File: config.mk
export PLATFORM = sky130hd
export DESIGN_NAME = fp_align_stage
export DESIGN_NICKNAME = d
export VERILOG_FILES = /design/src/rtl/fp_align_pkg.sv /design/src/rtl/fp_exp_compare.sv /design/src/rtl/fp_sig_router.sv /design/src/rtl/fp_right_shifter.sv /design/src/rtl/fp_align_stage.sv
export SDC_FILE = /design/constraint.sdc
export NUM_CORES = 1
export LEC_CHECK = 0
export ABC_CLOCK_PERIOD_IN_PS = 9700
export BUFFER_PORTS_ARGS = -buffer_cell sky130_fd_sc_hd__clkbuf_2
export CAP_MARGIN = 20
export CORE_ASPECT_RATIO = 1.2
export CORE_MARGIN = 2
export CORE_UTILIZATION = 35
export CTS_BUF_LIST = sky130_fd_sc_hd__clkbuf_8
export CTS_CLUSTER_DIAMETER = 60
export DETAILED_ROUTE_END_ITERATION = 16
export PLACE_DENSITY = 0.61
export REMOVE_ABC_BUFFERS = 1
export SLEW_MARGIN = 20
export SYNTH_ARGS = -nofsm -noshare
export SYNTH_HDL_FRONTEND = slang
export SYNTH_SLANG_ARGS = --single-unit
File: constraint.sdc
create_clock -name clk -period 9.7 [get_ports clk]
set_input_delay 2.91 -clock clk [delete_from_list [all_inputs] [get_ports clk]]
set_output_delay 2.91 -clock clk [all_outputs]
set_load 0.1 [all_outputs]
File: src/rtl/fp_align_pkg.sv
// Package: shared constants and the mode encoding for the alignment stage.
// Assumes the single-precision layout: sign at bit 31, 8-bit exponent, 23-bit fraction.
package fp_align_pkg;
    localparam int FP_EXP_W  = 8;
    localparam int FP_FRAC_W = 23;

    typedef enum logic {
        MODE_ADD = 1'b0,
        MODE_MUL = 1'b1
    } align_mode_e;
endpackage

File: src/rtl/fp_exp_compare.sv
// Module: fp_exp_compare
// One subtractor computes ea - eb. Its borrow marks B as the larger operand. The
// two's-complemented difference gives the shift magnitude, and the same magnitude
// flags a complete shift-out. Assumes biased, unsigned exponent fields.
module fp_exp_compare #(
    parameter int EXP_W = 8,
    parameter int SIG_W = 24
) (
    input  logic [EXP_W-1:0] exp_a,
    input  logic [EXP_W-1:0] exp_b,
    output logic             borrow,
    output logic [EXP_W-1:0] diff_mag,
    output logic             shift_out
);
    logic [EXP_W:0] raw_diff;

    // Single subtraction: bit EXP_W is the borrow out.
    always_comb raw_diff = {1'b0, exp_a} - {1'b0, exp_b};

    // Borrow selects negation to get |ea - eb|; shift-out compares that magnitude.
    always_comb begin
        borrow    = raw_diff[EXP_W];
        diff_mag  = borrow ? (~raw_diff[EXP_W-1:0] + 1'b1) : raw_diff[EXP_W-1:0];
        shift_out = (diff_mag >= EXP_W'(SIG_W));
    end
endmodule

File: src/rtl/fp_sig_router.sv
// Module: fp_sig_router
// Restores the hidden bit and steers the significands and signs. The larger
// operand goes to the unshifted path and the smaller to the shifter. Multiply
// mode pins A to the unshifted path and B to the shifter path. Assumes normal
// operands (hidden bit is always 1).
module fp_sig_router #(
    parameter int FRAC_W = 23,
    localparam int SIG_W = FRAC_W + 1
) (
    input  logic [FRAC_W-1:0] frac_a,
    input  logic [FRAC_W-1:0] frac_b,
    input  logic              sign_a,
    input  logic              sign_b,
    input  logic              pick_b,
    output logic [SIG_W-1:0]  keep_sig,
    output logic [SIG_W-1:0]  move_sig,
    output logic              keep_sign,
    output logic              move_sign
);
    logic [SIG_W-1:0] sig_a;
    logic [SIG_W-1:0] sig_b;

    // Hidden-bit restoration on both operands.
    always_comb begin
        sig_a = {1'b1, frac_a};
        sig_b = {1'b1, frac_b};
    end

    // Borrow-controlled swap multiplexers.
    always_comb begin
        keep_sig  = pick_b ? sig_b  : sig_a;
        move_sig  = pick_b ? sig_a  : sig_b;
        keep_sign = pick_b ? sign_b : sign_a;
        move_sign = pick_b ? sign_a : sign_b;
    end
endmodule

File: src/rtl/fp_right_shifter.sv
// Module: fp_right_shifter
// Logarithmic right shifter, one stage per bit of the shift amount, with a
// kill input that forces zero. Assumes the caller raises kill whenever the
// true shift is SIG_W or more.
module fp_right_shifter #(
    parameter int SIG_W = 24,
    localparam int SH_W = $clog2(SIG_W)
) (
    input  logic [SIG_W-1:0] din,
    input  logic [SH_W-1:0]  amt,
    input  logic             kill,
    output logic [SIG_W-1:0] dout
);
    logic [SIG_W-1:0] stage [SH_W+1];

    // Stage 0 is the unshifted input.
    always_comb stage[0] = din;

    for (genvar s = 0; s < SH_W; s++) begin : g_stage
        // Stage s shifts by 2**s when amt bit s is set.
        always_comb stage[s+1] = amt[s] ? (stage[s] >> (1 << s)) : stage[s];
    end

    // Suppression of alignment for an out-of-range difference.
    always_comb dout = kill ? '0 : stage[SH_W];
endmodule

File: src/rtl/fp_align_stage.sv
// Module: fp_align_stage (top)
// Conditions two single-precision operands for a significand datapath.
// Add mode aligns the smaller operand to the larger one and reports the larger
// exponent. Multiply mode passes both significands through and reports the
// biased exponent sum. All outputs are registered with one cycle of latency,
// and they hold while in_valid is low. Special encodings are not decoded.
module fp_align_stage #(
    parameter int EXP_W  = fp_align_pkg::FP_EXP_W,
    parameter int FRAC_W = fp_align_pkg::FP_FRAC_W,
    localparam int SIG_W = FRAC_W + 1,
    localparam int SH_W  = $clog2(SIG_W),
    localparam int RES_W = EXP_W + 2,
    localparam int WORD_W = 1 + EXP_W + FRAC_W,
    localparam int BIAS  = (1 << (EXP_W - 1)) - 1
) (
    input  logic              clk,
    input  logic              rst_n,
    input  logic              in_valid,
    input  logic              mul_mode,
    input  logic [WORD_W-1:0] op_a,
    input  logic [WORD_W-1:0] op_b,
    output logic              out_valid,
    output logic [RES_W-1:0]  res_exp,
    output logic [SIG_W-1:0]  big_sig,
    output logic [SIG_W-1:0]  aligned_sig,
    output logic              swap,
    output logic              far,
    output logic              big_sign,
    output logic              small_sign
);
    import fp_align_pkg::*;

    align_mode_e       mode;
    logic [EXP_W-1:0]  exp_a, exp_b;
    logic              borrow, shift_out;
    logic [EXP_W-1:0]  diff_mag;
    logic              pick_b, kill_shift;
    logic [SH_W-1:0]   shift_amt;
    logic [SIG_W-1:0]  keep_sig, move_sig, shifted_sig;
    logic              keep_sign, move_sign;
    logic [RES_W-1:0]  exp_next;

    // Field extraction and mode decode.
    always_comb begin
        mode  = align_mode_e'(mul_mode);
        exp_a = op_a[WORD_W-2 -: EXP_W];
        exp_b = op_b[WORD_W-2 -: EXP_W];
    end

    fp_exp_compare #(.EXP_W(EXP_W), .SIG_W(SIG_W)) cmp_i (
        .exp_a     (exp_a),
        .exp_b     (exp_b),
        .borrow    (borrow),
        .diff_mag  (diff_mag),
        .shift_out (shift_out)
    );

    // Multiply mode overrides the swap and the shift; add mode uses the compare.
    always_comb begin
        pick_b     = (mode == MODE_ADD) && borrow;
        kill_shift = (mode == MODE_ADD) && shift_out;
        shift_amt  = (mode == MODE_ADD) ? diff_mag[SH_W-1:0] : '0;
    end

    fp_sig_router #(.FRAC_W(FRAC_W)) route_i (
        .frac_a    (op_a[FRAC_W-1:0]),
        .frac_b    (op_b[FRAC_W-1:0]),
        .sign_a    (op_a[WORD_W-1]),
        .sign_b    (op_b[WORD_W-1]),
        .pick_b    (pick_b),
        .keep_sig  (keep_sig),
        .move_sig  (move_sig),
        .keep_sign (keep_sign),
        .move_sign (move_sign)
    );

    fp_right_shifter #(.SIG_W(SIG_W)) shift_i (
        .din  (move_sig),
        .amt  (shift_amt),
        .kill (kill_shift),
        .dout (shifted_sig)
    );

    // Result exponent: larger field for add, biased sum for multiply.
    always_comb begin
        if (mode == MODE_MUL)
            exp_next = RES_W'({2'b00, exp_a}) + RES_W'({2'b00, exp_b}) - RES_W'(BIAS);
        else
            exp_next = pick_b ? RES_W'(exp_b) : RES_W'(exp_a);
    end

    // Output register: capture on in_valid, hold otherwise, clear on reset.
    always_ff @(posedge clk) begin
        if (!rst_n) begin
            out_valid   <= 1'b0;
            res_exp     <= '0;
            big_sig     <= '0;
            aligned_sig <= '0;
            swap        <= 1'b0;
            far         <= 1'b0;
            big_sign    <= 1'b0;
            small_sign  <= 1'b0;
        end else begin
            out_valid <= in_valid;
            if (in_valid) begin
                res_exp     <= exp_next;
                big_sig     <= keep_sig;
                aligned_sig <= shifted_sig;
                swap        <= pick_b;
                far         <= kill_shift;
                big_sign    <= keep_sign;
                small_sign  <= move_sign;
            end
        end
    end
endmodule

Word level (Yosys, flattened, before mapping)
Cells that the tools add are included.
{"block": "word_totals", "ff_bits": 63, "wordCells": 31, "output_inout_bits": 63}
{"block": "classes", "n_mux": 14, "n_bitwise": 2, "n_reduce_logical": 2, "add_sub_neg": 4, "n_lt_le_gt_ge": 1}
{"cell": "2-to-1 mux 24 bit", "count": 6}
{"cell": "2-to-1 mux 23 bit", "count": 2}
{"cell": "2-to-1 mux 8 bit", "count": 2}
{"cell": "2-to-1 mux 10 bit", "count": 1}
{"cell": "subtractor 9 x 7 -> 10 bit, second input constant", "count": 1}
{"cell": "adder 8 x 8 -> 9 bit", "count": 1}
{"cell": "subtractor 8 x 8 -> 9 bit", "count": 1}
{"cell": "adder 8 x 1 -> 8 bit, second input constant", "count": 1}
{"cell": "greater-or-equal comparator 8 x 5 -> 1 bit, second input constant", "count": 1}
{"cell": "inverter 8 bit", "count": 1}
{"cell": "2-to-1 mux 5 bit", "count": 1}
{"cell": "logical AND 1 bit", "count": 2}
{"cell": "2-to-1 mux 1 bit", "count": 2}
{"cell": "inverter 1 bit", "count": 1}

Logic depth before layout (Yosys ltp)
Gate-level depths: netlist (run 1).
{"block": "depth", "ltp_word": 11, "depth_mapped": 15, "ltp_nobuf": 13}

By module
Synthesis (run 1) repeated with hierarchy kept, for this count alone.
{"block": "hier_totals", "cells_unflattened": 580, "hier_area_um2": 5471.5}
{"module": "fp_align_stage", "area_each_um2": 3007.9, "cells_each": 301, "seq_area_each_um2": 1261.2, "n_inst": 1}
{"module": "fp_right_shifter", "area_each_um2": 1174.9, "cells_each": 141, "seq_area_each_um2": 0.0, "n_inst": 1}
{"module": "fp_sig_router", "area_each_um2": 678.2, "cells_each": 56, "seq_area_each_um2": 0.0, "n_inst": 1}
{"module": "fp_exp_compare", "area_each_um2": 610.6, "cells_each": 82, "seq_area_each_um2": 0.0, "n_inst": 1}

Least setup slack after synthesis (run 1)
Ideal clock, no wire load.
{"block": "synth_path", "path_type": "input-to-reg", "startpoint": "input op_a[23]", "endpoint": "register aligned_sig[0]", "arrival_ns": 5.794, "path_slack_ns": 3.827, "cell_stages": 13, "cell_sequence": "inv_1 > ha_1 > inv_1 > fa_1 > a211oi_1 > nor2_1 > xnor2_1 > o41ai_1 > a311o_1 > o311ai_1 > or4b_1 > buf_2 > o221ai_2"}
{"block": "synth_between", "elab_chain_cells": 11, "elab_cells_between_ends": 15, "classes_between": "2 x add/sub; 1 x order compare; 9 x mux; 1 x bitwise; 2 x reduce/logical"}
{"element": "from (decl)", "line_no": "fp_align_stage.sv:20", "source": "input logic [WORD_W-1:0] op_a,"}
{"element": "subtractor 8 x 8 -> 9 bit *", "line_no": "fp_exp_compare.sv:18", "source": "always_comb raw_diff = {1'b0, exp_a} - {1'b0, exp_b};"}
{"element": "inverter 8 bit", "line_no": "fp_exp_compare.sv:23", "source": "diff_mag = borrow ? (~raw_diff[EXP_W-1:0] + 1'b1) : raw_diff[EXP_W-1:0];"}
{"element": "adder 8 x 1 -> 8 bit", "line_no": "fp_exp_compare.sv:23"}
{"element": "2-to-1 mux 8 bit", "line_no": "fp_exp_compare.sv:23"}
{"element": "2-to-1 mux 5 bit", "line_no": "fp_align_stage.sv:62", "source": "shift_amt = (mode == MODE_ADD) ? diff_mag[SH_W-1:0] : '0;"}
{"element": "2-to-1 mux 24 bit (5 in series)", "line_no": "fp_right_shifter.sv:21", "source": "always_comb stage[s+1] = amt[s] ? (stage[s] >> (1 << s)) : stage[s];"}
{"element": "2-to-1 mux 24 bit *", "line_no": "fp_right_shifter.sv:25", "source": "always_comb dout = kill ? '0 : stage[SH_W];"}
{"element": "to (signal assigned)", "line_no": "fp_align_stage.sv:108", "source": "aligned_sig <= shifted_sig;"}
{"element": "to (decl)", "line_no": "fp_align_stage.sv:25", "source": "output logic [SIG_W-1:0] aligned_sig,"}
Mark *: on every way between the ends. The rest lies on a longest branch, timed or not.
A chain may end at the register's enable or synchronous reset.

Worst setup path after layout (run 1)
{"block": "layout_path", "startpoint": "input op_a[23]", "endpoint": "register aligned_sig[8]"}
Same word-level chain as after synthesis.

==> impl_metrics.tcl, run 1 <==
set metrics [dict create \
    port-buffer-count 130 \
    clk_pin_slew_ps 80 \
    synth_seq_area_share 0.238 \
    cts_made_buffers 9 \
    synth_area_leader_cell "dfxtp_1" \
    synth_top_area_share 0.238 \
    cts_tree "built" \
    drt_iter0_drc 224 \
    rsz0062_at_grt "false" \
    antenna_found_initial 0 \
    synth_edf_count 0 \
    grt_use_total 0.177 \
    tns_ps 0 \
    grt_pass1_wl_mm 23.0 \
    grt_remaining_overflow 0 \
    worstMarginPinSlew_ps 951 \
    slew_headroom 0.352 \
    leakage_nw 3.33 \
    ys_ff_latch 63 \
    slew_viol_final 0 \
    synth-warning-count 0 \
    cts_setup_buffers 0 \
    final_common_cell "clkbuf_2" \
    die_area_sq_um 16100 \
    viasPerCell 5.22 \
    clk-insertion-delay-late_ps 360 \
    min_period_ps 6400 \
    num_vias 4743 \
    grt_max_degree 71 \
    nets 795 \
    worst-endpoint-arrival_ps 6650 \
    hpwlAfterDp_mm 10.7 \
    syn_inst 598 \
    wl_per_cell_microns 15.8 \
    ioPinCount 131 \
    synth_area_leaders "dfxtp_1 (24%), mux2i_1 (20%), mux2_2 (6.2%)" \
    fp-row-count 49 \
    cts.sink_count 63 \
    core-area_sq_um 14900 \
    fin_area_sq_um 6220 \
    hold_viol 0 \
    power.total_mw 1.10 \
    area_growth_pct 17.5 \
    clock_path_buffers 2 \
    period_share 0.659 \
    finClkSkew_ps 0 \
    vdd_ir_drop_max_mv 0.0812 \
    avgSynthCellArea_sq_um 8.85 \
    mostFrequentLayoutCells "clkbuf_2 (130), mux2i_1 (104), dfxtp_1 (63)" \
    pre_cts_slack_ps 2920 \
    die_w_microns 116 \
    cts_resized 0 \
    drcViolationCount 0 \
    ctsHoldBuffers 0 \
    antenna_cells 0 \
    place_congestion 0.809 \
    crit_type "in2reg" \
    ant_nets 0 \
    cts_root_buf "clkbuf_8" \
    worstPathRequired_ps 9950 \
    power_density_nw_per_um2 178 \
    timing.fmax_ghz 0.156 \
    start_kind "primary input" \
    syn-cell-area_sq_um 5290 \
    maxCapViolations 0 \
    setup_viol 0 \
    yosysUniqueCellTypes 62 \
    hp-class "reg2reg" \
    die_y_microns 139 \
    grt_pass1_vias 4615 \
    endpoint_kind "flip-flop" \
    drive_gt1_frac 0.285 \
    dr.pass1.iters 4 \
    htreeDepth 3 \
    fin_ws_ps 3300 \
    status "finished clean" \
    start_util 0.355 \
    wirelength_mm 14.4 \
    synthFlopType "dfxtp_1" \
    whs_ps 458 \
    worstPathMaxFanout 32 \
    placed_cell_area_sq_um 6030 \
    async_flop_share 0 \
]
[Yosys cell counts, types with 2 or more instances]
library cell / count
buf_1: 4
a21o_1: 4
a32o_1: 3
nor3_1: 4
nand3_1: 53
o22ai_1: 2
o41ai_1: 2
nor2b_1: 12
nand2_1: 54
inv_1: 34
o21ai_0: 11
o21bai_1: 3
fa_1: 2
nor2_1: 18
buf_2: 9
o31ai_1: 6
dfxtp_1: 63
a311o_1: 2
o211a_1: 25
nand2b_1: 5
buf_6: 5
a21oi_1: 17
xnor2_1: 10
mux2_1: 3
mux2i_1: 104
ha_1: 25
o221ai_1: 3
xor2_1: 4
mux2_2: 29
mux2i_4: 2
clkbuf_1: 26
a22o_1: 8
a211oi_2: 2
a211oi_1: 5
nand4b_1: 2
o221ai_2: 6
nand4_1: 4
a21boi_0: 3
[registers in the layout, summed over array words and instances (netlist names)]
name and count:
big_sig 24, swap 1, res_exp 10, small_sign 1, far 1, aligned_sig 24
out_valid 1, big_sign 1
[logic make-up after synthesis]
family | share of synthesized area
DFF | 0.238
muxes | 0.273
xor gates and xnor gates | 0.0232
adders and majority gates | 0.0667
AOI/OAI and AO/OA | 0.179
and+or+nand+nor | 0.152
buffers and inverters | 0.0674
[worst max-delay path: stages]
cell	delay (ps)
clkbuf_2	80
inv_1	80
ha_1	160
inv_1	50
fa_1	390
a211oi_1	400
or4b_4	450
and2_4	300
mux2i_4	820
mux2i_1	290
mux2i_1	350
mux2i_1	130
a22o_1	210
[per-layer routing]
layer | part of all wire | up-vias | wire length, microns | GRT usage
li1 | - | 2384 | - | -
met1 | 0.44 | 2227 | 6340 | 0.217
met2 | 0.50 | 111 | 7110 | 0.308
met3 | 0.045 | 21 | 645 | 0.0345
met4 | 0.019 | 0 | 270 | 0.0533
met5 | 0 | - | 0 | 0
[area by class of cell]
| class | instances | area (sq um) |
|---|---|---|
| Clock buffer | 10 | 138 |
| Clock inverter | 6 | 53.8 |
| Fill cell | 1555 | 8680 |
| Inverter | 34 | 128 |
| Multi-Input combinational cell | 455 | 3680 |
| Sequential cell | 63 | 1260 |
| Tap cell | 204 | 255 |
| Timing Repair Buffer | 137 | 703 |
[per-stage QoR]
step,instances,util
finish,909,0.418
global route,909,0.418
CTS,909,0.418
detailed placement,893,0.405
global placement,893,0.405
floorplan,552,-
[power breakdown]
part           switching (mW)  internal, mW  leakage [nW]
clock                   0.112         0.123         0.106
combinational           0.396         0.174          2.70
sequential             0.0158         0.284         0.518
[final timing paths]
check             slack, ps  cells past startpoint         from        endpoint
setup / recovery       3300                     13     op_a[23]  aligned_sig[8]
setup reg to reg       9000                      3   res_exp[9]      res_exp[9]
hold / removal          460                      1  big_sig[23]     big_sig[23]
hold reg to reg         460                      1  big_sig[23]     big_sig[23]
No activity file was read; power rests on OpenSTA's default activity.
==> inputs of run 2 (changes only) <==
Settings changed: ABC_AREA from default to 1, ABC_CLOCK_PERIOD_IN_PS 9700 to 5500, PLACE_DENSITY 0.61 to 0.64.
Clock period 9.7 ns to 5.5 ns, I/O delays scaled along.
==> impl_metrics.tcl, run 2 <==
set metrics [dict create \
    min_period_ps 4370 \
    antenna_cells 0 \
    cts_root_buf "clkbuf_8" \
    synth_seq_area_share 0.242 \
    leakage_nw 3.15 \
    finClkSkew_ps 0 \
    grt_remaining_overflow 0 \
    power.total_mw 1.98 \
    htreeDepth 3 \
    synth_area_leader_cell "dfxtp_1" \
    async_flop_share 0 \
    hold_viol 0 \
    die_y_microns 138 \
    reg_top3 "aligned_sig: 24 flops, big_sig: 24 flops, res_exp: 10 flops" \
    crit_path_frequent_cell "nand2_1" \
    fin_ws_ps 1130 \
    hpwlAfterDp_mm 12.2 \
    synth_top_area_share 0.242 \
    tns_ps 0 \
    fill_cells 1606 \
    grt_max_degree 57 \
    cts.sink_count 63 \
    worst-endpoint-arrival_ps 4650 \
    crit_buf_inv 4 \
    core-area_sq_um 14500 \
    mostFrequentLayoutCells "nand2_1 (251), nand3_1 (155), clkbuf_2 (130)" \
    dr.pass1.iters 5 \
    viasPerCell 5.07 \
    post-place-cells 1147 \
    nets 1053 \
    start_kind "primary input" \
    critical_path.top_delay_family "simple AND/OR/NAND/NOR gates" \
    vdd_ir_drop_max_mv 0.178 \
    avgSynthCellArea_sq_um 6.07 \
    setup_viol 0 \
    cts_resized 0 \
    drt_iter0_drc 377 \
    num_vias 5891 \
    synth-warning-count 0 \
    worstMarginPinSlew_ps 907 \
    grt_pass1_wl_mm 26.0 \
    start_util 0.359 \
    synth_commonest_cells "nand2_1 (251), nand3_1 (155), inv_1 (67)" \
    crit_type "in2reg" \
    area_growth_pct 18.3 \
    placed_cell_area_sq_um 5920 \
    fp-row-count 48 \
    clock_path_buffers 2 \
    fin_area_sq_um 6150 \
    wirelength_mm 16.2 \
    power_density_nw_per_um2 321 \
    pre_cts_slack_ps 727 \
    port-buffer-count 130 \
    worstPathRequired_ps 5780 \
    drcViolationCount 0 \
    cp_slowest_cell "fa_1" \
    endpoint_kind "flip-flop" \
    wl_per_cell_microns 13.9 \
    slowest_delay_ps 410 \
    status "finished clean" \
    ioPinCount 131 \
    ys_ff_latch 63 \
    antenna_found_initial 0 \
    synth_area_leaders "dfxtp_1 (24%), nand2_1 (18%), nand3_1 (15%)" \
    stdcell_count 1163 \
    critical_path.cell_chain "clkbuf_2 -> inv_1 -> ha_1 -> inv_1 -> fa_1 -> nand2_1 -> nand2_2 -> nand3_4 -> nand3_2 -> buf_4 -> nand2_1 -> o21ai_0 -> nand2_1 -> nand3_1 -> nand2_1 -> nand2_1 -> nand3_1 -> nand4_1 -> a21oi_1" \
    period_share 0.795 \
    slew_viol_final 0 \
    die_w_microns 115 \
    place_congestion 0.974 \
    worstPathMaxFanout 17 \
    ant_nets 0 \
    die_area_sq_um 15900 \
    synth.most_common_cell "nand2_1" \
    drive_gt1_frac 0.212 \
    yosysUniqueCellTypes 39 \
    grt_pass1_vias 5347 \
    rsz0062_at_grt "false" \
    grt_use_total 0.207 \
    maxCapViolations 0 \
    syn-cell-area_sq_um 5200 \
    clk_pin_slew_ps 80 \
    syn_inst 857 \
    timing.fmax_ghz 0.229 \
    cts_made_buffers 9 \
    ctsHoldBuffers 0 \
    clk-insertion-delay-late_ps 370 \
    slew_headroom 0.395 \
    final_common_cell "nand2_1" \
    synth_edf_count 0 \
    cts_tree "built" \
    hp-class "reg2reg" \
    synthFlopType "dfxtp_1" \
    cts_setup_buffers 0 \
]
[run 2: cell count changes in the layout (fill, tap and decap cells not counted), sizes merged, moves of 20 or more]
cell   change
nand2    +212
mux2i    -106
nand3    +105
a21oi     +59
inv       +43
nor2      +36
mux2      -32
o21ai     +28
o211a     -25
nand4     +20
[run 2: final cells by class]
cell class	count	area [sq um]	share of cell area
Sequential cell	63	1260	0.205
Inverter	77	290	0.0472
Clock inverter	7	103	0.0167
Multi-Input combinational cell	669	3410	0.555
Timing Repair Buffer	138	711	0.116
Clock buffer	9	124	0.0201
Tap cell	200	250	0.0407
[run 2: worst paths after layout]
| check | from | slack (ps) | cells past startpoint | to |
|---|---|---|---|---|
| setup / recovery | op_a[23] | 1130 | 19 | aligned_sig[12] |
| hold / removal | big_sig[23] | 450 | 2 | big_sig[23] |
| setup reg to reg | res_exp[0] | 4780 | 4 | res_exp[0] |
| hold reg to reg | big_sig[23] | 450 | 2 | big_sig[23] |
[run 2: through the flow]
step	hold slack (ps)	util
after CTS	453	0.425
after floorplan	870	-
after global placement	431	0.409
after detailed placement	440	0.409
final	451	0.425
after global routing	480	0.425
[run 2: worst register-to-register path: stages, from the launching register on]
cell,delay (ps)
dfxtp_1,330
nand2_1,60
o21ai_0,90
nand2_1,60
o21ai_0,70
[run 2: kinds of logic after synthesis]
family,after synthesis,synth area share
xor gates and xnor gates,1,0.00168
and+or+nand+nor,508,0.439
buffers and inverters,125,0.101
adders and majority gates,27,0.0678
AOI/OAI and AO/OA,133,0.148
DFF,63,0.242
[run 2: power by group]
group	total [mW]	internal, mW	switching, mW
Clock	0.476	0.261	0.215
Combinational	0.979	0.234	0.745
Sequential	0.520	0.498	0.0223
[run 2: layer usage]
metal	vias to the layer above	global-route usage	share of wire
li1	3050	-	-
met1	2632	0.249	0.43
met2	186	0.366	0.49
met3	23	0.0418	0.057
met4	0	0.0710	0.022
met5	-	0	0
==> inputs of run 3 (changes only) <==
Settings changed: ABC_CLOCK_PERIOD_IN_PS 5500 to 4200, PLACE_DENSITY 0.64 to 0.61.
Clock period 5.5 ns to 4.2 ns, I/O delays scaled along.
==> impl_metrics.tcl, run 3 (synthesis gave the netlist of run 2 again) <==
set metrics [dict create \
    cts_root_buf "clkbuf_8" \
    drt_iter0_drc 410 \
    grt_max_degree 54 \
    worstPathRequired_ps 4500 \
    die_y_microns 138 \
    place_congestion 0.906 \
    cts.sink_count 63 \
    hp-class "reg2reg" \
    reg_top3 "aligned_sig: 24 flops, big_sig: 24 flops, res_exp: 10 flops" \
    final_common_cell "nand2_1" \
    fp-row-count 48 \
    pre_cts_slack_ps 154 \
    maxCapViolations 0 \
    htreeDepth 3 \
    min_period_ps 3680 \
    grt_pass1_vias 5462 \
    mostFrequentLayoutCells "nand2_1 (251), nand3_1 (155), clkbuf_2 (130)" \
    ctsHoldBuffers 0 \
    nets 1065 \
    hold_viol 0 \
    crit_path_frequent_cell "inv_1" \
    vdd_ir_drop_max_mv 0.188 \
    leakage_nw 3.20 \
    cts_setup_buffers 0 \
    rsz0062_at_grt "false" \
    drcViolationCount 0 \
    clk-insertion-delay-late_ps 360 \
    start_kind "primary input" \
    clock_path_buffers 2 \
    period_share 0.875 \
    dr.pass1.iters 5 \
    antenna_found_initial 0 \
    cts_resized 0 \
    port-buffer-count 130 \
    worstMarginPinSlew_ps 615 \
    clk_pin_slew_ps 80 \
    worst-endpoint-arrival_ps 3980 \
    endpoint_kind "flip-flop" \
    slew_headroom 0.590 \
    timing.fmax_ghz 0.272 \
    cp_slowest_cell "fa_1" \
    cts_made_buffers 9 \
    fin_ws_ps 525 \
    power_density_nw_per_um2 406 \
    critical_path.cell_chain "clkbuf_2 -> inv_1 -> ha_1 -> inv_1 -> fa_1 -> inv_1 -> ha_1 -> nand3b_1 -> nand3_2 -> inv_2 -> nand3_1 -> nand3_1 -> nand3_1 -> nand2_1 -> nand2_1 -> inv_1 -> nand2_1 -> a21oi_1" \
    viasPerCell 5.08 \
    wl_per_cell_microns 14.0 \
    power.total_mw 2.54 \
    whs_ps 442 \
    setup_viol 0 \
    critical_path.top_delay_family "adder cells" \
    slowest_delay_ps 520 \
    crit_buf_inv 6 \
    status "finished clean" \
    cts_tree "built" \
    crit_type "in2reg" \
    ant_nets 0 \
    ioPinCount 131 \
    utilization 0.432 \
    die_area_sq_um 15900 \
    grt_pass1_wl_mm 26.4 \
    worstPathMaxFanout 25 \
    start_util 0.359 \
    grt_remaining_overflow 0 \
    slew_viol_final 0 \
    finClkSkew_ps 0 \
    tns_ps 0 \
    die_w_microns 115 \
    wirelength_mm 16.5 \
    num_vias 5966 \
    hpwlAfterDp_mm 12.5 \
    drive_gt1_frac 0.222 \
    core-area_sq_um 14500 \
    area_growth_pct 20.1 \
    antenna_cells 0 \
    grt_use_total 0.210 \
]
-- run 3: changes by cell type in the layout (fill, tap and decap cells not counted) --
cell and delta:
bufinv_16 -1, clkinv_4 +1, inv_6 -3, inv_2 +1
clkinvlp_4 +1, buf_12 +3, buf_4 +9, clkinv_2 +1
-- run 3: final timing paths --
check / to / slack, ps / from / cells past startpoint
setup reg to reg: res_exp[0] / 3500 / res_exp[0] / 4
hold reg to reg: big_sig[23] / 440 / big_sig[23] / 2
hold / removal: big_sig[23] / 440 / big_sig[23] / 2
setup / recovery: aligned_sig[3] / 520 / op_a[23] / 18
-- run 3: final cells by class --
class / instances / area (sq um)
Fill cell: 1611 / 8230
Multi-Input combinational cell: 669 / 3410
Sequential cell: 63 / 1260
Timing Repair Buffer: 150 / 838
Inverter: 77 / 289
Tap cell: 200 / 250
Clock buffer: 9 / 124
Clock inverter: 7 / 72.6
-- run 3: routing by layer --
| layer | GRT usage | wire (microns) | part of all wire |
|---|---|---|---|
| met1 | 0.260 | 7460 | 0.45 |
| met2 | 0.362 | 7790 | 0.47 |
| met3 | 0.0440 | 887 | 0.054 |
| met4 | 0.0683 | 320 | 0.019 |
| met5 | 0 | 0 | 0 |
-- run 3: worst min-delay path: cells and delay by family, from the launching register on --
| kind | cells | cell delay [ps] |
|---|---|---|
| flops | 1 | 310 |
| simple gates | 2 | 90 |
-- run 3: report_power, final --
part           total, mW  internal (mW)  switching (mW)
sequential         0.680          0.652          0.0280
combinational       1.31          0.328           0.982
clock              0.547          0.275           0.272
-- run 3: per-stage QoR --
step,instances,cell area (sq um)
after CTS,1175,6250
after floorplan,809,4960
after detailed placement,1159,6050
after global placement,1158,6030
final,1175,6250
after global routing,1175,6250
